==> src/rtl/osc_mon_pkg.sv <==
package osc_mon_pkg;
  typedef enum logic [1:0] {
    MODE_RUN  = 2'd0,
    MODE_RST  = 2'd1,
    MODE_HOLD = 2'd2,
    MODE_SCM  = 2'd3
  } mode_e;
endpackage

==> src/rtl/osc_edge_sync.sv <==
module osc_edge_sync #(
  parameter int unsigned STAGES = 2
) (
  input  logic clk_i,
  input  logic rst_ni,
  input  logic osc_i,
  output logic edge_o
);
  // STAGES synchronizer flops plus one history flop for edge detection
  logic [STAGES:0] pipe_q;

  always_ff @(posedge clk_i or negedge rst_ni) begin
    if (!rst_ni) pipe_q <= '0;
    else         pipe_q <= {pipe_q[STAGES-1:0], osc_i};
  end

  assign edge_o = pipe_q[STAGES-1] & ~pipe_q[STAGES];
endmodule

==> src/rtl/osc_miss_timer.sv <==
module osc_miss_timer #(
  parameter int unsigned TIMEOUT = 32
) (
  input  logic clk_i,
  input  logic rst_ni,
  input  logic en_i,
  input  logic edge_i,
  output logic miss_o
);
  localparam int unsigned CW = $clog2(TIMEOUT + 1);
  localparam logic [CW-1:0] LIM = CW'(TIMEOUT);

  logic [CW-1:0] cnt_q;

  always_ff @(posedge clk_i or negedge rst_ni) begin
    if (!rst_ni)                cnt_q <= '0;
    else if (!en_i || edge_i)   cnt_q <= '0;
    else if (cnt_q != LIM)      cnt_q <= cnt_q + 1'b1;
  end

  assign miss_o = en_i && (cnt_q == LIM);

  assert_miss_after_quiet_R2: assert property (@(posedge clk_i) disable iff (!rst_ni)
    $rose(miss_o) |-> !$past(edge_i));
endmodule

==> src/rtl/osc_fail_ctrl.sv <==
module osc_fail_ctrl
  import osc_mon_pkg::*;
#(
  parameter int unsigned RST_CYC = 6,
  parameter int unsigned EDGE_W  = 4
) (
  input  logic              clk_i,
  input  logic              rst_ni,
  input  logic              miss_i,
  input  logic              edge_i,
  input  logic              self_clk_en_i,
  input  logic [EDGE_W-1:0] need_i,
  input  logic              flag_clr_i,
  input  logic              irq_en_i,
  output logic              rst_req_o,
  output logic              scm_o,
  output logic              flag_o,
  output logic              irq_o
);
  localparam int unsigned RCW = $clog2(RST_CYC + 1);
  localparam logic [RCW-1:0] RST_LAST = RCW'(RST_CYC - 1);

  mode_e             mode_q, mode_d;
  logic [RCW-1:0]    rst_cnt_q, rst_cnt_d;
  logic [EDGE_W-1:0] good_q, good_d, good_inc, need_eff;
  logic              flag_q, flag_d, scm_chg;

  assign need_eff = (need_i == '0) ? EDGE_W'(1) : need_i;
  // an edge that ends a timed-out gap is the first of a new run
  assign good_inc = miss_i ? EDGE_W'(1) : good_q + 1'b1;

  always_comb begin
    mode_d    = mode_q;
    rst_cnt_d = rst_cnt_q;
    good_d    = good_q;
    unique case (mode_q)
      MODE_RUN: begin
        if (miss_i) begin
          good_d = '0;
          if (self_clk_en_i) mode_d = MODE_SCM;
          else begin
            mode_d    = MODE_RST;
            rst_cnt_d = RST_LAST;
          end
        end
      end
      MODE_RST: begin
        if (rst_cnt_q == '0) mode_d = MODE_HOLD;
        else                 rst_cnt_d = rst_cnt_q - 1'b1;
      end
      MODE_HOLD: begin
        if (edge_i) mode_d = MODE_RUN;
      end
      MODE_SCM: begin
        if (edge_i) begin
          if (good_inc >= need_eff) begin
            mode_d = MODE_RUN;
            good_d = '0;
          end else begin
            good_d = good_inc;
          end
        end else if (miss_i) begin
          good_d = '0;
        end
      end
      default: mode_d = MODE_RUN;
    endcase
  end

  assign scm_chg = (mode_d == MODE_SCM) != (mode_q == MODE_SCM);

  always_comb begin
    flag_d = flag_q;
    if (scm_chg)         flag_d = 1'b1;
    else if (flag_clr_i) flag_d = 1'b0;
  end

  always_ff @(posedge clk_i or negedge rst_ni) begin
    if (!rst_ni) begin
      mode_q    <= MODE_RUN;
      rst_cnt_q <= '0;
      good_q    <= '0;
      flag_q    <= 1'b0;
    end else begin
      mode_q    <= mode_d;
      rst_cnt_q <= rst_cnt_d;
      good_q    <= good_d;
      flag_q    <= flag_d;
    end
  end

  assign rst_req_o = (mode_q == MODE_RST);
  assign scm_o     = (mode_q == MODE_SCM);
  assign flag_o    = flag_q;
  assign irq_o     = flag_q & irq_en_i;

  assert_rst_from_miss_R3: assert property (@(posedge clk_i) disable iff (!rst_ni)
    $rose(rst_req_o) |-> $past(miss_i) && !$past(self_clk_en_i));

  assert_rst_min_width_R3: assert property (@(posedge clk_i) disable iff (!rst_ni)
    $fell(rst_req_o) |-> $past(rst_req_o, 4));

  assert_scm_from_miss_R5: assert property (@(posedge clk_i) disable iff (!rst_ni)
    $rose(scm_o) |-> $past(miss_i) && $past(self_clk_en_i));

  assert_scm_exit_on_edge_R6: assert property (@(posedge clk_i) disable iff (!rst_ni)
    $fell(scm_o) |-> $past(edge_i));

  assert_flag_on_change_R7: assert property (@(posedge clk_i) disable iff (!rst_ni)
    (scm_o != $past(scm_o)) |-> flag_o);

  assert_flag_clear_R8: assert property (@(posedge clk_i) disable iff (!rst_ni)
    $fell(flag_o) |-> $past(flag_clr_i));
endmodule

==> src/rtl/osc_fail_supervisor.sv <==
module osc_fail_supervisor #(
  parameter int unsigned TIMEOUT     = 32,
  parameter int unsigned RST_CYC     = 6,
  parameter int unsigned EDGE_W      = 4,
  parameter int unsigned SYNC_STAGES = 2
) (
  input  logic              clk_i,
  input  logic              rst_ni,
  input  logic              osc_clk_i,
  input  logic              mon_en_i,
  input  logic              self_clk_en_i,
  input  logic [EDGE_W-1:0] good_edges_i,
  input  logic              irq_en_i,
  input  logic              flag_clr_i,
  output logic              fail_o,
  output logic              rst_req_o,
  output logic              scm_o,
  output logic              scm_chg_o,
  output logic              irq_o
);
  logic osc_edge;
  logic miss;

  osc_edge_sync #(.STAGES(SYNC_STAGES)) u_sync (
    .clk_i  (clk_i),
    .rst_ni (rst_ni),
    .osc_i  (osc_clk_i),
    .edge_o (osc_edge)
  );

  osc_miss_timer #(.TIMEOUT(TIMEOUT)) u_timer (
    .clk_i  (clk_i),
    .rst_ni (rst_ni),
    .en_i   (mon_en_i),
    .edge_i (osc_edge),
    .miss_o (miss)
  );

  osc_fail_ctrl #(.RST_CYC(RST_CYC), .EDGE_W(EDGE_W)) u_ctrl (
    .clk_i         (clk_i),
    .rst_ni        (rst_ni),
    .miss_i        (miss),
    .edge_i        (osc_edge),
    .self_clk_en_i (self_clk_en_i),
    .need_i        (good_edges_i),
    .flag_clr_i    (flag_clr_i),
    .irq_en_i      (irq_en_i),
    .rst_req_o     (rst_req_o),
    .scm_o         (scm_o),
    .flag_o        (scm_chg_o),
    .irq_o         (irq_o)
  );

  assign fail_o = miss;

  assert_no_fail_when_off_R1: assert property (@(posedge clk_i) disable iff (!rst_ni)
    !mon_en_i && !$past(mon_en_i) |-> !rst_req_o || $past(rst_req_o));
endmodule

==> config.mk <==
export PLATFORM = sky130hd
export DESIGN_NAME = osc_fail_supervisor
export DESIGN_NICKNAME = d
export VERILOG_FILES = /design/src/rtl/osc_mon_pkg.sv /design/src/rtl/osc_edge_sync.sv /design/src/rtl/osc_miss_timer.sv /design/src/rtl/osc_fail_ctrl.sv /design/src/rtl/osc_fail_supervisor.sv
export SDC_FILE = /design/constraint.sdc
export NUM_CORES = 1
export LEC_CHECK = 0
export BUFFER_PORTS_ARGS = -buffer_cell sky130_fd_sc_hd__buf_2
export CAP_MARGIN = 20
export CORE_MARGIN = 2
export CORE_UTILIZATION = 40
export CTS_BUF_LIST = sky130_fd_sc_hd__clkbuf_2 sky130_fd_sc_hd__clkbuf_4 sky130_fd_sc_hd__clkbuf_8
export DETAILED_ROUTE_END_ITERATION = 16
export HOLD_SLACK_MARGIN = 0.05
export SLEW_MARGIN = 15
export SYNTH_ARGS = -nofsm -noshare
export SYNTH_HDL_FRONTEND = slang
export SYNTH_SLANG_ARGS = --single-unit
==> constraint.sdc <==
create_clock -name clk_i -period 6.2 [get_ports clk_i]
set_input_delay 1.24 -clock clk_i [delete_from_list [all_inputs] [get_ports clk_i]]
set_output_delay 1.24 -clock clk_i [all_outputs]
set_load 0.005 [all_outputs]
Word level (Yosys, flattened, before mapping):

Index checks and enable logic that the tools add are counted.

* mux-type cells: 21
* bitwise gates (word level): 3
* reductions and logical operators: 11
* add/sub/neg operators: 3
* eq/ne operators: 10
* magnitude comparators: 1

Operators by type and width (number)
* $mux 4: 5
* $mux 2: 6
* $mux 6: 2
* $mux 3: 3
* $pmux 2 s4: 1
* $pmux 4 s2: 1
* $reduce_bool 2->1: 4
* $add 6x1->6 const B: 1
* $eq 2x2->1 const B: 3
* $eq 6x6->1 const B: 1
* $ne 6x6->1 const B: 1
* $pmux 3 s2: 1
* $add 4x1->4 const B: 1
* $ge 4x4->1: 1
* $logic_not 4->1: 1
* $ne 2x2->1 const B: 2
* $reduce_and 4->1: 1
* $logic_not 3->1: 1
* $sub 3x1->3 const B: 1
* $and 1x1->1: 2
* $eq 2x1->1 const B: 1
* $logic_not 2->1: 1
* $mux 1: 2
* $ne 2x1->1 const B: 1
* other kinds (5): 5

* register bits after elaboration: 19
* input bits: 11
* logic and storage cells: 55
* output and inout bits: 5

Logic depth before layout (Yosys ltp):

* depth in word-level cells: 10
* mapped depth: 13
* gate-level depth less buffers: 12

Cells and area by module:

From an unflattened synthesis, not the netlist that was laid out.

* cell total of the unflattened synthesis: 127
* area total of the unflattened synthesis: 1276.2 um^2

By module, submodules not included
* osc_fail_ctrl: cells an instance 87, times used 1, area an instance 837.1 um^2
* osc_miss_timer: cells an instance 36, times used 1, area an instance 350.3 um^2
* osc_edge_sync: cells an instance 4, times used 1, area an instance 88.8 um^2

Worst setup path after synthesis:

OpenSTA, ideal clock, no wires.

* kind: in2reg
* start: input port mon_en_i
* end: register u_ctrl.flag_q, in the netlist u_ctrl.flag_o
* data required time: 6.070 ns
* arrival: 3.088 ns
* path slack: 2.982 ns
* buffers on the path: 1
* stages on the path: 10
* path through: nand3b_1 -> or2_1 -> buf_6 -> and2_2 -> ha_1 -> nor3b_1 -> o2111a_1 -> o31ai_1 -> o41ai_1 -> nor3_2

* longest elaborated chain between the ends: 9
* elaborated cells between the ends (all ways): 11

RTL lines
* from (decl): line osc_fail_supervisor.sv:10 `input logic mon_en_i,`
* $logic_and 1x1->1 *: line osc_miss_timer.sv:21 `assign miss_o = en_i && (cnt_q == LIM);`
* $mux 4: line osc_fail_ctrl.sv:30 `assign good_inc = miss_i ? EDGE_W'(1) : good_q + 1'b1;`
* $ge 4x4->1: line osc_fail_ctrl.sv:56 `if (good_inc >= need_eff) begin`
* $mux 2: line osc_fail_ctrl.sv:56
* $mux 2: line osc_fail_ctrl.sv:55 `if (edge_i) begin`
* $pmux 2 s4 *: line osc_fail_ctrl.sv:36 `unique case (mode_q)`
* $eq 2x2->1 *: line osc_fail_ctrl.sv:70 `assign scm_chg = (mode_d == MODE_SCM) != (mode_q == MODE_SCM);`
* $ne 1x1->1 *: line osc_fail_ctrl.sv:70
* $mux 1 / $reduce_bool 2->1 (equally long branches)
* to (signal assigned): line osc_fail_ctrl.sv:88 `flag_q <= flag_d;`
* to (decl): line osc_fail_ctrl.sv:26 `logic flag_q, flag_d, scm_chg;`

Mark *: on every way between the ends. The rest lies on a longest branch, timed or not.
A chain may end at the register's enable or synchronous reset.

Worst setup path in the final report:

* start: input port mon_en_i
* end: output port fail_o

* longest elaborated chain between the ends: 1

RTL lines
* $logic_and 1x1->1: line osc_miss_timer.sv:21
* to (decl): line osc_fail_supervisor.sv:15 `output logic fail_o,`

No other way between the ends.

==> impl_table.tex <==
\begin{tabular}{lr}
\hline
Metric & Value \\
\hline
\multicolumn{2}{l}{\textbf{Timing}} \\
Slew @ Worst Pin & 0.440 ns \\
Fin crit share & 53.0\% \\
Max Transition Viols Final & 0 \\
Time the final worst path needs with I/O delays and setup & about 3.3 ns \\
Setup skew after layout & $\sim$0.0086 ns \\
Final hold violations & 0 \\
Achievable frequency & 0.304 GHz \\
Worst Hold Margin & approximately 0.36 ns \\
Total negative slack for setup checks & 0 ns \\
Max-Slew Margin vs Limit & 70.7\% \\
RSZ-0062 raised after global routing & no \\
\# setup viols final & 0 \\
\multicolumn{2}{l}{\textbf{Cells and area}} \\
Area Growth Syn to Fin & 10.8\% \\
Fraction of layout cells with a size suffix above 1 & 18.5\% \\
Net total in the final layout & about 170 \\
Most frequent cells in the layout & dfrtp\_1 (19), buf\_2 (15), ha\_1 (13) \\
Most common cell after layout, fill and taps aside & dfrtp\_1 \\
Diodes inserted & 0 \\
\multicolumn{2}{l}{\textbf{Pwr}} \\
Switching part of the total & between 20\% and 30\% \\
Combinational share of power & under 10\% \\
Total internal power & 164 uW \\
Sequential power share & around three fifths \\
Switching power summed over all nets & approximately 50 uW \\
Share of total power in the clock network & a little under a third \\
Pleak & $\sim$0.68 nW \\
Largest vdd supply drop & about 0.098 mV \\
PD cells & 154 nW/um2 \\
\multicolumn{2}{l}{\textbf{Clock network}} \\
Total setup buffers inserted after CTS & 0 \\
Buffer levels on the longest clock path & 2 \\
Post-cts resize count & 0 \\
Cell chosen for the clock root & clkbuf\_4 \\
Clk pin slew, worst setup/hold paths & about 0.10 ns \\
TritonCTS buffer count & 3 \\
Clock Latency Late Sink & around 0.3 ns \\
Post-CTS Hold Fix Bufs & 0 \\
Clock sinks & 19 \\
TritonCTS clock tree & built \\
CTS H-Tree Depth & 1 \\
\multicolumn{2}{l}{\textbf{Logic synthesis}} \\
Share of the yosys chip area belonging to registers & around two fifths \\
Most frequently used flop master after synthesis & dfrtp\_1 \\
Top post-synthesis cells by area & dfrtp\_1 (38\%), ha\_1 (13\%), inv\_1 (3.6\%) \\
Multiplexer fraction of the synthesized cell area & between 1.5 and 2\% \\
Share of synthesized registers carrying an async set or reset & between 90\% and 100\% \\
Compound-cell area share of the yosys netlist & roughly 14\% \\
Synthesized-area fraction occupied by xor and xnor cells & a little under 5\% \\
Number of storage elements in the synthesis netlist & 19 \\
Gate count of the mapped netlist & around 130 \\
Cell Area, Synth & roughly 1200 um2 \\
Adder-Cell Fraction of Synth Area & 13.1\% \\
Post-synthesis share of cell area spent on and, or, nand and nor gates & a little under a quarter \\
Average cell area after synthesis & 9.74 um2 \\
Yosys top cell area share & a little under two fifths \\
Number of distinct library cell variants in the gate-level netlist after synthesis & 39 \\
Ys Warns & 0 \\
Number of flops mapped to enable cells by yosys & 0 \\
Post-synthesis cell type with the largest combined area & dfrtp\_1 \\
Nets in the synthesized netlist & roughly 150 \\
Combinational family with the most area after synthesis & simple AND/OR/NAND/NOR gates \\
\multicolumn{2}{l}{\textbf{Die}} \\
Overall die area & around 3600 um2 \\
Num ports & 16 \\
Core box area & roughly 3000 um2 \\
Die height & between 50 and 60 um \\
Chip width & 59.8 um \\
Initial cell density of the core & between 40\% and 50\% \\
Cell row count & 20 \\
\multicolumn{2}{l}{\textbf{Critical path}} \\
Critical Setup Path Class & in -> out \\
Setup crit end kind & output port \\
CP max FO & 7 \\
Kind of start point of the critical path & input port \\
Signal arrival time at the worst endpoint & $\sim$2.1 ns \\
Worst Path Required & between 4 and 5 ns \\
\multicolumn{2}{l}{\textbf{Placement}} \\
Placer congestion estimate & 0.828 \\
\# port buffers & 15 \\
Total half-perimeter wirelength after legalization and detailed placement & 1830 um \\
\multicolumn{2}{l}{\textbf{Global routing}} \\
Overflow after GRT & 0 \\
Global-route total usage across every layer & approximately 15\% \\
Initial antenna violation count & 0 \\
First-pass GRT wire length & around 4000 um \\
Pin count of the biggest net entering global routing & 20 \\
Number of global-route vias before repair & roughly 940 \\
\multicolumn{2}{l}{\textbf{Job}} \\
Reported max-cap violation count & 0 \\
\multicolumn{2}{l}{\textbf{Routing}} \\
Final ANT Viol Nets & 0 \\
Detail-routed net length per standard cell & between 10 and 15 um \\
Routed vias & $\sim$950 \\
Number of DRC markers in iteration 0 & 16 \\
Total DRC errors in the routed layout & 0 \\
Detailed-routing iteration count for the pre-antenna-repair pass & 4 \\
Via density per instance & 5.30 \\
Total Wirelength & $\sim$2300 um \\
\multicolumn{2}{l}{\textbf{Run status}} \\
Result of the run & completed \\
\multicolumn{2}{l}{\textbf{Worst hold path}} \\
Path class of the lowest-slack min-delay path & reg -> reg \\
\hline
\end{tabular}
[final cells by class]
type,count,area [um2]
fill,310,1620
multi-input combinational,96,714
sequential,19,475
timing repair buffer,15,75.1
inverter,12,45.0
tap,33,41.3
clock buffer,4,30.0
[routing by layer]
layer / part of all wire (%) / vias to the layer above / routed length (um) / track usage, %
met5: 0 / - / 0 / 0
met4: 1.7 / 0 / 39 / 4.76
met3: 2.7 / 4 / 63 / 2.60
met2: 48 / 10 / 1110 / 25.6
met1: 48 / 454 / 1120 / 18.1
li1: - / 481 / - / -
[registers in the layout (all words and copies together) (netlist names)]
name / flops
u_ctrl.flag_o: 1
u_ctrl.good_q: 4
u_sync.pipe_q: 3
u_timer.cnt_q: 6
u_ctrl.mode_q: 2
u_ctrl.rst_cnt_q: 3
[power by group through the flow]
stage,Clock (mW),Combinational [mW],Sequential (mW)
floorplan,0,0.00941,0.130
global route,0.0770,0.0196,0.129
finish,0.0675,0.0172,0.128
detailed placement,0,0.0175,0.131
CTS,0.0719,0.0176,0.128
global placement,0,0.0165,0.131
[cell families (layout without fill, tap and decap cells)]
kind of cell | after synthesis | after routing
and+or+nand+nor | 52 | 52
xor gates and xnor gates | 7 | 7
DFF | 19 | 19
adders and majority gates | 13 | 13
buffers and inverters | 13 | 31
AOI/OAI and AO/OA | 22 | 22
muxes | 2 | 2
[per-stage QoR]
stage / utilization, % / power (mW) / std cells / setup slack (ns) / instance area [um2]
floorplan: - / 0.140 / 128 / 2.98 / 1250
global placement: 45.0 / 0.147 / 175 / 2.75 / 1350
global route: 46.0 / 0.225 / 179 / 2.80 / 1380
detailed placement: 45.0 / 0.148 / 175 / 2.67 / 1350
CTS: 46.0 / 0.218 / 179 / 2.91 / 1380
finish: 46.0 / 0.213 / 179 / 2.91 / 1380
[synth_stat cells (2+ instances only)]
cell type / n
inv_1: 12
ha_1: 13
xor2_1: 3
a22o_1: 3
nand3b_1: 3
a21oi_1: 5
nand3_1: 3
xnor2_1: 4
dfrtp_1: 19
mux2i_1: 2
nor3b_1: 5
o211ai_1: 2
and2_2: 2
and2_1: 2
nor3_1: 3
nand2_1: 8
nor2_1: 12
o21ai_0: 2
nor2b_1: 3
nand2b_1: 3
[worst max-delay path, stage by stage]
cell and delay, ns:
buf_2 0.09, nand3b_1 0.10, or2_1 0.33, inv_1 0.15, buf_2 0.13
[final timing paths]
check	startpoint	to	slack, ns	depth (start not counted)
max	mon_en_i	fail_o	2.91	5
max in group asynchronous	rst_ni	u_timer.cnt_q[2]$_DFFE_PN0P_	5.02	1
min reg2reg	u_sync.pipe_q[0]$_DFF_PN0_	u_sync.pipe_q[1]$_DFF_PN0_	0.36	0
min	u_sync.pipe_q[0]$_DFF_PN0_	u_sync.pipe_q[1]$_DFF_PN0_	0.36	0
max reg2reg	u_timer.cnt_q[0]$_DFFE_PN0P_	u_ctrl.flag_o$_DFFE_PN0P_	3.05	11
min in group asynchronous	rst_ni	u_ctrl.rst_cnt_q[0]$_DFFE_PN0P_	0.86	1
(Power assumes the default switching activity.)
